===== src/rtl/vmode_pkg.sv =====
package vmode_pkg;

  // strobes from control to datapath
  typedef struct packed {
    logic loadCnt;
    logic decCnt;
    logic toggleLvl;
    logic forceOn;
  } dpStrobe_t;

  typedef enum logic {
    ST_STEADY = 1'b0,
    ST_SETTLE = 1'b1
  } ctrlState_t;

endpackage


===== src/rtl/vmode_dp.sv =====
module vmode_dp
  import vmode_pkg::*;
#(
  parameter int NUM_DOM = 4,
  parameter int CNT_W   = 16
) (
  input  logic                 clk,
  input  logic                 rst_n,
  input  dpStrobe_t            strobe,
  input  logic                 polInv,
  input  logic [CNT_W-1:0]     stabCount,
  input  logic [NUM_DOM-1:0]   domMask,
  input  logic [2*NUM_DOM-1:0] domState,
  output logic                 wantHigh,
  output logic                 lvl,
  output logic                 cntZero,
  output logic                 reqPin
);

  logic [NUM_DOM-1:0] domOn;
  logic               anyOn;
  logic [CNT_W-1:0]   cnt;
  logic               pendRaise;
  logic               lvlNext;

  // bit 1 of each state code marks on (11) or reserved-as-on (10)
  for (genvar g = 0; g < NUM_DOM; g++) begin : g_dom
    assign domOn[g] = domMask[g] & domState[2*g+1];
  end

  assign anyOn    = |domOn;
  assign wantHigh = anyOn | pendRaise;
  assign cntZero  = (cnt == '0);

  always_comb begin
    lvlNext = lvl;
    if (strobe.forceOn)        lvlNext = 1'b1;
    else if (strobe.toggleLvl) lvlNext = ~lvl;
  end

  always_ff @(posedge clk or negedge rst_n) begin
    if (!rst_n) begin
      lvl    <= 1'b1;
      reqPin <= 1'b1;
    end else begin
      lvl    <= lvlNext;
      reqPin <= lvlNext ^ polInv;
    end
  end

  always_ff @(posedge clk or negedge rst_n) begin
    if (!rst_n)              cnt <= '0;
    else if (strobe.forceOn) cnt <= '0;
    else if (strobe.loadCnt) cnt <= stabCount;
    else if (strobe.decCnt)  cnt <= cnt - 1'b1;
  end

  // sticky wake request seen while the level is low
  always_ff @(posedge clk or negedge rst_n) begin
    if (!rst_n)                               pendRaise <= 1'b0;
    else if (strobe.forceOn || strobe.loadCnt) pendRaise <= 1'b0;
    else if (!lvl && anyOn)                   pendRaise <= 1'b1;
  end

endmodule


===== src/rtl/vmode_fsm.sv =====
module vmode_fsm
  import vmode_pkg::*;
(
  input  logic      clk,
  input  logic      rst_n,
  input  logic      enable,
  input  logic      wantHigh,
  input  logic      lvl,
  input  logic      cntZero,
  output dpStrobe_t strobe,
  output logic      ready,
  output logic      busy
);

  ctrlState_t state, stateNext;

  always_comb begin
    strobe    = '0;
    stateNext = state;
    if (!enable) begin
      strobe.forceOn = 1'b1;
      stateNext      = ST_STEADY;
    end else begin
      unique case (state)
        ST_STEADY: begin
          if (wantHigh != lvl) begin
            strobe.toggleLvl = 1'b1;
            strobe.loadCnt   = 1'b1;
            stateNext        = ST_SETTLE;
          end
        end
        ST_SETTLE: begin
          if (!cntZero) begin
            strobe.decCnt = 1'b1;
          end else if (wantHigh != lvl) begin
            strobe.toggleLvl = 1'b1;
            strobe.loadCnt   = 1'b1;
          end else begin
            stateNext = ST_STEADY;
          end
        end
        default: stateNext = ST_STEADY;
      endcase
    end
  end

  always_ff @(posedge clk or negedge rst_n) begin
    if (!rst_n) state <= ST_STEADY;
    else        state <= stateNext;
  end

  assign ready = (state == ST_STEADY);
  assign busy  = (state == ST_SETTLE);

endmodule


===== src/rtl/vmode_req_ctrl.sv =====
module vmode_req_ctrl
  import vmode_pkg::*;
#(
  parameter int NUM_DOM = 4,
  parameter int CNT_W   = 16
) (
  input  logic                 clk,
  input  logic                 rst_n,
  input  logic                 enable,
  input  logic                 polInv,
  input  logic [CNT_W-1:0]     stabCount,
  input  logic [NUM_DOM-1:0]   domMask,
  input  logic [2*NUM_DOM-1:0] domState,
  output logic                 reqPin,
  output logic                 ready,
  output logic                 busy
);

  dpStrobe_t strobe;
  logic      wantHigh;
  logic      lvl;
  logic      cntZero;

  vmode_fsm u_fsm (
    .clk      (clk),
    .rst_n    (rst_n),
    .enable   (enable),
    .wantHigh (wantHigh),
    .lvl      (lvl),
    .cntZero  (cntZero),
    .strobe   (strobe),
    .ready    (ready),
    .busy     (busy)
  );

  vmode_dp #(
    .NUM_DOM (NUM_DOM),
    .CNT_W   (CNT_W)
  ) u_dp (
    .clk       (clk),
    .rst_n     (rst_n),
    .strobe    (strobe),
    .polInv    (polInv),
    .stabCount (stabCount),
    .domMask   (domMask),
    .domState  (domState),
    .wantHigh  (wantHigh),
    .lvl       (lvl),
    .cntZero   (cntZero),
    .reqPin    (reqPin)
  );

endmodule


===== config.mk =====
export PLATFORM = sky130hd
export DESIGN_NAME = vmode_req_ctrl
export DESIGN_NICKNAME = d
export VERILOG_FILES = /design/src/rtl/vmode_pkg.sv /design/src/rtl/vmode_dp.sv /design/src/rtl/vmode_fsm.sv /design/src/rtl/vmode_req_ctrl.sv
export SDC_FILE = /design/constraint.sdc
export NUM_CORES = 1
export LEC_CHECK = 0
export BUFFER_PORTS_ARGS = -buffer_cell sky130_fd_sc_hd__buf_2
export CAP_MARGIN = 20
export CORE_MARGIN = 2
export CORE_UTILIZATION = 51
export DETAILED_ROUTE_END_ITERATION = 10
export PLACE_DENSITY = 0.82
export SLEW_MARGIN = 20
export SYNTH_ARGS = -nofsm -noshare
export SYNTH_HDL_FRONTEND = slang
export SYNTH_HIERARCHICAL = 1
export SYNTH_SLANG_ARGS = --single-unit

===== constraint.sdc =====
create_clock -name clk -period 3.85 [get_ports clk]
set_input_delay 0.77 -clock clk [delete_from_list [all_inputs] [get_ports clk]]
set_output_delay 0.77 -clock clk [all_outputs]
set_load 0.05 [all_outputs]

==> results of run 1 <==
cell usage after synthesis:
cell / n / area share [%]
a2111oi_0: 1 / 0.72
a211oi_1: 7 / 4.3
a211oi_2: 1 / 1.0
a21oi_1: 7 / 2.9
a222oi_1: 1 / 0.83
a311oi_1: 1 / 0.72
buf_2: 1 / 0.41
buf_4: 1 / 0.62
clkbuf_1: 5 / 1.6
dfrtp_1: 18 / 37
dfstp_2: 2 / 4.3
ha_1: 1 / 1.0
inv_1: 7 / 2.2
mux2i_1: 3 / 2.5
nand2_1: 5 / 1.6
nand2b_1: 2 / 1.0
nand3_1: 1 / 0.41
nand4_1: 2 / 1.0
nand4bb_1: 1 / 0.93
nor2_1: 15 / 4.7
nor2b_1: 1 / 0.52
nor3_1: 4 / 1.7
nor3b_1: 2 / 1.2
nor3b_2: 1 / 1.0
nor4_1: 4 / 2.1
nor4b_1: 1 / 0.72
nor4bb_1: 1 / 0.83
o21a_1: 2 / 1.2
o21bai_1: 1 / 0.62
o31ai_1: 1 / 0.62
or2_2: 1 / 0.52
or3_1: 2 / 1.0
or4_1: 2 / 1.2
or4_4: 2 / 1.9
or4b_1: 2 / 1.7
or4b_2: 1 / 0.83
xnor2_1: 11 / 8.0
xor2_1: 6 / 4.3
power breakdown:
part | total, uW | internal (uW) | leakage, uW | switching (uW)
Sequential | 359 | 279 | 0.000263 | 80.4
Clock | 121 | 57.6 | 0.0000210 | 63.4
Combinational | 445 | 204 | 0.000357 | 240
Total | 925 | 541 | 0.000642 | 384
layout make-up:
class	count	area [sq um]	share of cell area, %
clock buffer	4	36.3	2.58
inverter	7	26.3	1.87
multi-input combinational	93	649	46.1
sequential	20	503	35.7
tap	28	35.0	2.49
timing repair buffer	31	158	11.2
sequential cells by signal, indices dropped and copies added, names as in the netlist:
signal and count:
u_dp/lvl 1, u_fsm/busy 1, u_dp/cnt 16, u_dp/reqPin 1, u_dp/pendRaise 1
metal layers:
layer / vias to the layer above / GRT usage, % / wire length (microns)
met5: - / 0 / 0
met4: 0 / 6.41 / 14
met3: 2 / 3.43 / 132
met2: 31 / 39.6 / 1370
met1: 483 / 26.8 / 1080
li1: 511 / - / -
cells by family (layout without fill, tap and decap cells):
logic type,after synthesis,in the layout,share of synthesized area [%]
adder cells (fa/ha/maj),1,1,1.03
AO/OA/AOI/OAI,22,22,13.0
AND/OR/NAND/NOR,50,50,24.8
XOR/XNOR,17,17,12.3
buffers and inverters,14,42,4.76
multiplexers,3,3,2.48
flip-flops,20,20,41.6
how the worst max path moves through the flow:
| stage | start | end | slack [ns] |
|---|---|---|---|
| after global routing | u_dp/cnt[0]$_DFFE_PN0P_ | u_dp/cnt[9]$_DFFE_PN0P_ | 0.60 |
| after detailed placement | enable | u_dp/cnt[9]$_DFFE_PN0P_ | 0.74 |
| final | u_dp/cnt[0]$_DFFE_PN0P_ | u_dp/cnt[9]$_DFFE_PN0P_ | 0.80 |
| after CTS | u_dp/cnt[0]$_DFFE_PN0P_ | u_dp/cnt[9]$_DFFE_PN0P_ | 0.80 |
| after global placement | enable | u_dp/cnt[9]$_DFFE_PN0P_ | 0.77 |
| after floorplan | u_dp/cnt[0]$_DFFE_PN0P_ | u_dp/cnt[2]$_DFFE_PN0P_ | 1.10 |
through the flow:
stage          total power [uW]  instances  util [%]  area, sq um  hold slack (ns)
4_1_cts                     929        183      63.0         1410            0.410
5_1_grt                     994        183      63.0         1410            0.431
3_5_place_dp                802        179      61.4         1370            0.588
3_3_place_gp                786        179      61.4         1370            0.557
2_1_floorplan               708        127         -         1210            0.474
6_report                    925        183      63.0         1410            0.402
critical path: stages (launching register included):
cell and delay, ns:
dfrtp_1 0.44, inv_1 0.06, ha_1 0.23, or4b_2 0.22, nor4_1 0.04, nand2b_1 0.17, nor2_1 0.48, or4b_1 0.53
or4_4 0.43, xor2_1 0.16, a211oi_2 0.20
==> results.yml, run 1 <==
clock_tree:
  cts_sinks: 20
  cts-htree-levels: 1
  root_buffer: "clkbuf_4"
  hold_buffers: 0
  cts_resized: 0
  numCtsBuffers: 3
  clock_latency_ns: 0.29
  cts_setup_buffers: 0
  clk_pin_slew_ns: 0.11
  clockBufferDepth: 2
  cts_tree: "built"
critical_path:
  r2r_slack_ns: 0.80
  r2r_end: "u_dp/cnt[9]$_DFFE_PN0P_"
  crit_arrival_ns: 3.27
  start_kind: "flip-flop"
  r2r_start: "u_dp/cnt[0]$_DFFE_PN0P_"
  critPathRequiredTime_ns: 4.07
  r2r_cells: 10
  path_max_fanout: 10
  crit_type: "flip-flop to flip-flop"
  worstSetupEndpointType: "flip-flop"
detailed_routing:
  ant_nets: 0
  drt-vias-per-instance: 5.61
  num_vias: 1027
  wl_per_cell_microns: 14.2
  drc_errors: 0
  routed_wl_microns: 2600
  drtIter0Drc: 30
  drt-pass1-iter-count: 4
final_layout:
  final_common_cell: "buf_2"
  fill_cells: 212
  antenna_cells: 0
  layout-drive-gt1-share_pct: 27.7
  syn_to_final_growth_pct: 16.3
  final_nets: 189
  most-common-layout-cells: "buf_2, dfrtp_1, nor2_1"
die:
  die_x_microns: 52.7
  die_y_microns: 52.7
  coreArea_sq_mm: 0.00223
  io_pins: 35
  start_util_pct: 54.2
  dieArea_sq_mm: 0.00278
  num_rows: 17
global_route:
  grt_max_degree: 23
  grt_pass1_vias: 961
  grt_use_total_pct: 22.0
  antenna_found_initial: 0
  grt_pass1_wl_microns: 4420
  grt_overflow_total: 0
synth:
  synth_seq_area_share_pct: 41.6
  ys_ff_latch: 20
  syn_avg_cell_area_sq_um: 9.53
  synth_warnings: 6
  synthesis.area_sq_mm: 0.00121
  syn_inst: 127
  ys_types: 38
  synth_nets: 160
place:
  port_buffers: 30
  dpl_worst_slack_ns: 0.744
  dpl.hpwl_microns: 1920
  gp_congestion: 0.872
power:
  powerDensity_mw_per_mm2: 657
  p_leak_uw: 0.000642
  vdd_drop_max_mv: 0.355
sta:
  tightest_slew_ns: 0.719
  min_period_ns: 3.05
  fin_ws_ns: 0.797
  fmax_mhz: 328
  finalCritPeriodShare_pct: 79.3
  report.final.slew_viol_count: 0
  timing_hold_violations_final: 0
  slew_headroom_pct: 52.0
  setup_viol: 0
  setup_tns_ns: 0
  skew_ns: 0.00124
  rsz0062_at_grt: "no"
run:
  maxCapViolations: 0
worst_hold_path:
  hp-class: "primary input to async pin"
status:
  status: "finished, final reports clean"
Power figures use the tool's default switching activity.
==> inputs of run 2 (changes only) <==
--- a/config.mk
+++ b/config.mk
@@ -8,9 +8,9 @@
 export BUFFER_PORTS_ARGS = -buffer_cell sky130_fd_sc_hd__buf_2
 export CAP_MARGIN = 20
 export CORE_MARGIN = 2
-export CORE_UTILIZATION = 51
+export CORE_UTILIZATION = 46
 export DETAILED_ROUTE_END_ITERATION = 10
-export PLACE_DENSITY = 0.82
+export PLACE_DENSITY = 0.78
 export SLEW_MARGIN = 20
 export SYNTH_ARGS = -nofsm -noshare
 export SYNTH_HDL_FRONTEND = slang
==> constraint.sdc (replaced) <==
create_clock -name clk -period 2.5 [get_ports clk]
set_input_delay 0.5 -clock clk [delete_from_list [all_inputs] [get_ports clk]]
set_output_delay 0.5 -clock clk [all_outputs]
set_load 0.05 [all_outputs]
==> results.yml, run 2 (synthesis results as in run 1) <==
place:
  port_buffers: 30
  gp_congestion: 0.836
  dpl.hpwl_microns: 1910
  placed_cell_area_sq_mm: 0.00148
sta:
  min_period_ns: 2.41
  fmax_mhz: 415
  slew_headroom_pct: 67.7
  finalCritPeriodShare_pct: 96.3
  timing_hold_violations_final: 0
  tightest_slew_ns: 0.478
  skew_ns: 0.0159
  rsz0062_at_grt: "yes"
  setup_viol: 0
  report.final.slew_viol_count: 0
power:
  p_leak_uw: 0.000750
  powerDensity_mw_per_mm2: 1090
  vdd_drop_max_mv: 0.734
  seqPwrFrac_pct: 29.2
  p_sw_uw: 694
  switching_share_pct: 39.2
  p_comb_share_pct: 55.8
  p_clk_share_pct: 15.0
  internal_power_uw: 1080
final_layout:
  regMostFlops: "u_dp/cnt"
  most-common-layout-cells: "buf_2, buf_4, dfrtp_1"
  final_common_cell: "buf_2"
  fin_util_pct: 65.7
  antenna_cells: 0
  layout-drive-gt1-share_pct: 40.1
  syn_to_final_growth_pct: 34.5
  finalInstanceArea_sq_mm: 0.00163
  fill_cells: 208
  largest_reg_flops: 16
  final_nets: 206
detailed_routing:
  drt-pass1-iter-count: 4
  routed_wl_microns: 2750
  wl_per_cell_microns: 13.6
  ant_nets: 0
  drc_errors: 0
  num_vias: 1118
  drt-vias-per-instance: 5.53
  drtIter0Drc: 29
global_route:
  grt_use_total_pct: 18.7
  grt_pass1_vias: 1104
  grt_max_degree: 23
  grt_pass1_wl_microns: 4710
  grt_overflow_total: 0
  antenna_found_initial: 0
critical_path:
  start_kind: "flip-flop"
  worstSetupEndpointType: "flip-flop"
  critPathRequiredTime_ns: 2.72
  critPathLaunch: "u_dp/cnt[1]$_DFFE_PN0P_"
  r2r_start: "u_dp/cnt[1]$_DFFE_PN0P_"
  path_max_fanout: 3
  crit_arrival_ns: 2.63
  crit_type: "flip-flop to flip-flop"
die:
  num_rows: 18
  io_pins: 35
  coreArea_sq_mm: 0.00248
  dieArea_sq_mm: 0.00306
  start_util_pct: 48.8
  die_x_microns: 55.3
  die_y_microns: 55.3
clock_tree:
  clock_latency_ns: 0.31
  cts_sinks: 20
  root_buffer: "clkbuf_4"
  cts_tree: "built"
  numCtsBuffers: 3
  clk_pin_slew_ns: 0.13
  clockBufferDepth: 2
  cts-htree-levels: 1
status:
  status: "finished, final reports clean"
worst_hold_path:
  hp-class: "primary input to async pin"
run:
  maxCapViolations: 0
## run 2: cell types whose count changed in the layout (fill, tap and decap cells not counted), sizes merged
cell and delta:
buf +17, clkbuf -1, bufinv +1
## run 2: path summary, 6_finish.rpt
kind                                               to  slack (ns)  cells past startpoint
min in group clk                u_dp/reqPin$_DFF_PN1_        0.32                      2
max                           u_dp/cnt[9]$_DFFE_PN0P_        0.09                     10
max in group asynchronous          u_dp/lvl$_DFF_PN1_        2.05                      1
min reg2reg                u_dp/pendRaise$_DFFE_PN0P_        0.60                      2
min                              u_fsm/busy$_DFF_PN0_        0.12                      1
max reg2reg                   u_dp/cnt[9]$_DFFE_PN0P_        0.09                     10
## run 2: cell type report
class	instances	area (sq um)	area share (%)
Tap cell	30	37.5	2.31
Clock buffer	3	22.5	1.38
Clock inverter	1	30.0	1.84
Multi-Input combinational cell	93	721	44.3
Inverter	7	28.8	1.77
Timing Repair Buffer	48	285	17.5
Sequential cell	20	503	30.9
## run 2: metal layers
metal	part of all wire, %	GRT usage, %	wire (microns)
met3	4.8	4.92	133
met1	43	22.6	1170
met4	0.44	2.09	12
met5	0	0	0
met2	52	34.2	1430
## run 2: timing repair
item	CTS	global route
hold buffers	0	0
pin swaps	2	5
endpoints found under the setup margin	8	16
gates cloned	0	0
setup buffers	2	2
endpoints found under the hold margin	0	0
resized for setup	4	8
## run 2: power groups by stage
stage	clock (uW)	sequential [uW]	combinational, uW
after detailed placement	0	514	820
after global placement	0	511	795
after floorplan	0	564	553
final	265	518	989
after global routing	294	533	1070
after CTS	274	513	902
## run 2: metrics by stage
step	std cells	setup TNS (ns)	hold WS (ns)	power [uW]	worst slack (ns)
6_report	202	0	0.115	1770	0.0930
4_1_cts	200	0	0.118	1690	0.00205
3_5_place_dp	194	-0.0660	0.470	1330	-0.0329
3_3_place_gp	194	0	0.464	1310	0.00904
5_1_grt	202	-0.0468	0.126	1900	-0.0272
2_1_floorplan	127	-0.0557	0.204	1120	-0.0557
## run 2: critical path, stage by stage (launching register included)
cell and delay, ns:
dfrtp_1 0.37, inv_1 0.05, ha_2 0.18, or4b_4 0.21
nor4_4 0.03, nand2b_4 0.16, nor2_4 0.08, or4b_4 0.48
or4_4 0.43, xor2_1 0.16, a211oi_2 0.17
==> inputs of run 3 (changes only) <==
--- a/config.mk
+++ b/config.mk
@@ -8,9 +8,9 @@
 export BUFFER_PORTS_ARGS = -buffer_cell sky130_fd_sc_hd__buf_2
 export CAP_MARGIN = 20
 export CORE_MARGIN = 2
-export CORE_UTILIZATION = 46
+export CORE_UTILIZATION = 30
 export DETAILED_ROUTE_END_ITERATION = 10
-export PLACE_DENSITY = 0.78
+export PLACE_DENSITY = 0.56
 export SLEW_MARGIN = 20
 export SYNTH_ARGS = -nofsm -noshare
 export SYNTH_HDL_FRONTEND = slang
==> results.yml, run 3 (synthesis results as in run 1) <==
detailed_routing:
  ant_nets: 0
  drtIter0Drc: 43
  routed_wl_microns: 2920
  wl_per_cell_microns: 13.1
  num_vias: 1081
  drt-pass1-iter-count: 4
  drt-vias-per-instance: 4.85
  drc_errors: 0
final_layout:
  final_common_cell: "buf_2"
  antenna_cells: 0
  final_nets: 207
  layout-drive-gt1-share_pct: 41.6
  fin_util_pct: 42.3
  most-common-layout-cells: "buf_2, buf_4, dfrtp_1"
  fill_cells: 385
  syn_to_final_growth_pct: 38.0
  regMostFlops: "u_dp/cnt"
  largest_reg_flops: 16
  finalInstanceArea_sq_mm: 0.00167
die:
  die_x_microns: 67.5
  coreArea_sq_mm: 0.00394
  die_y_microns: 67.5
  dieArea_sq_mm: 0.00456
  num_rows: 23
  start_util_pct: 30.7
  io_pins: 35
global_route:
  grt_max_degree: 23
  grt_pass1_wl_microns: 4600
  grt_pass1_vias: 1024
  antenna_found_initial: 0
  grt_use_total_pct: 13.5
  grt_overflow_total: 0
clock_tree:
  root_buffer: "clkbuf_8"
  clock_latency_ns: 0.26
  clockBufferDepth: 2
  cts_sinks: 20
  cts-htree-levels: 1
  clk_pin_slew_ns: 0.08
  numCtsBuffers: 3
  hold_buffers: 0
  cts_tree: "built"
place:
  dpl.hpwl_microns: 2110
  placed_cell_area_sq_mm: 0.00153
  gp_congestion: 0.745
  port_buffers: 30
sta:
  report.final.slew_viol_count: 0
  hold_ws_ns: 0.181
  finalCritPeriodShare_pct: 95.5
  setup_viol: 0
  skew_ns: 0.00125
  timing_hold_violations_final: 0
  fmax_mhz: 419
  setup_tns_ns: 0
  tightest_slew_ns: 0.462
  rsz0062_at_grt: "yes"
  slew_headroom_pct: 68.4
  min_period_ns: 2.39
power:
  p_leak_uw: 0.000764
  p_sw_uw: 694
  powerDensity_mw_per_mm2: 1060
  switching_share_pct: 39.1
  p_clk_share_pct: 14.2
  power_uw: 1780
  seqPwrFrac_pct: 28.6
  p_comb_share_pct: 57.2
  vdd_drop_max_mv: 0.342
  internal_power_uw: 1080
critical_path:
  start_kind: "flip-flop"
  critPathRequiredTime_ns: 2.69
  path_max_fanout: 3
  r2r_slack_ns: 0.11
  worstSetupEndpointType: "flip-flop"
  crit_arrival_ns: 2.58
  crit_type: "flip-flop to flip-flop"
run:
  maxCapViolations: 0
worst_hold_path:
  hp-class: "primary input to async pin"
status:
  status: "finished, final reports clean"
==> run 3: routing by layer <==
layer / routed length [microns] / global-route usage (%) / share of wire (%) / vias to the layer above
met5: 0 / 0 / 0 / -
met4: 51 / 6.12 / 1.7 / 0
met1: 1250 / 16.5 / 43 / 515
met3: 83 / 1.83 / 2.8 / 4
met2: 1530 / 23.5 / 52 / 16
li1: - / - / - / 546
==> run 3: repair_timing <==
action,CTS,global route
pin swaps,1,4
endpoints found under the setup margin,14,18
setup buffers,0,2
gates resized for setup,2,13
==> run 3: cell type report <==
| class | count | area (sq um) | share of cell area, % |
|---|---|---|---|
| Tap cell | 50 | 62.6 | 3.75 |
| Clock buffer | 4 | 55.1 | 3.30 |
| Inverter | 7 | 28.8 | 1.72 |
| Sequential cell | 20 | 503 | 30.1 |
| Multi-Input combinational cell | 93 | 727 | 43.6 |
| Timing Repair Buffer | 49 | 293 | 17.5 |
==> run 3: stage by stage <==
step,std cells,setup slack (ns)
finish,223,0.114
detailed placement,217,-0.0726
global placement,217,-0.0598
global route,223,-0.0336
floorplan,127,-0.0557
CTS,221,0.00858
==> run 3: critical path: stages (launching register included) <==
cell and delay [ns]:
dfrtp_1 0.39, or4_4 0.58, nor4_4 0.28, nand2b_4 0.18, buf_4 0.11, nor3b_4 0.25, buf_4 0.18, xnor2_2 0.10
nand2b_1 0.10, xor2_1 0.15
==> run 3: path summary, 6_finish.rpt <==
check / from / to / cells past startpoint
max: u_dp/cnt[10]$_DFFE_PN0P_ / u_dp/reqPin$_DFF_PN1_ / 9
min: rst_n / u_dp/cnt[15]$_DFFE_PN0P_ / 1
max reg2reg: u_dp/cnt[10]$_DFFE_PN0P_ / u_dp/reqPin$_DFF_PN1_ / 9
min reg2reg: u_dp/cnt[14]$_DFFE_PN0P_ / u_dp/cnt[14]$_DFFE_PN0P_ / 2
max in group asynchronous: rst_n / u_dp/reqPin$_DFF_PN1_ / 1
min in group clk: polInv / u_dp/reqPin$_DFF_PN1_ / 2
==> run 3: power by group through the flow <==
stage / registers (uW) / logic (uW) / clock network [uW]
after floorplan: 564 / 553 / 0
final: 508 / 1020 / 251
after CTS: 502 / 894 / 261
after global placement: 501 / 851 / 0
after detailed placement: 507 / 865 / 0
after global routing: 522 / 1120 / 274
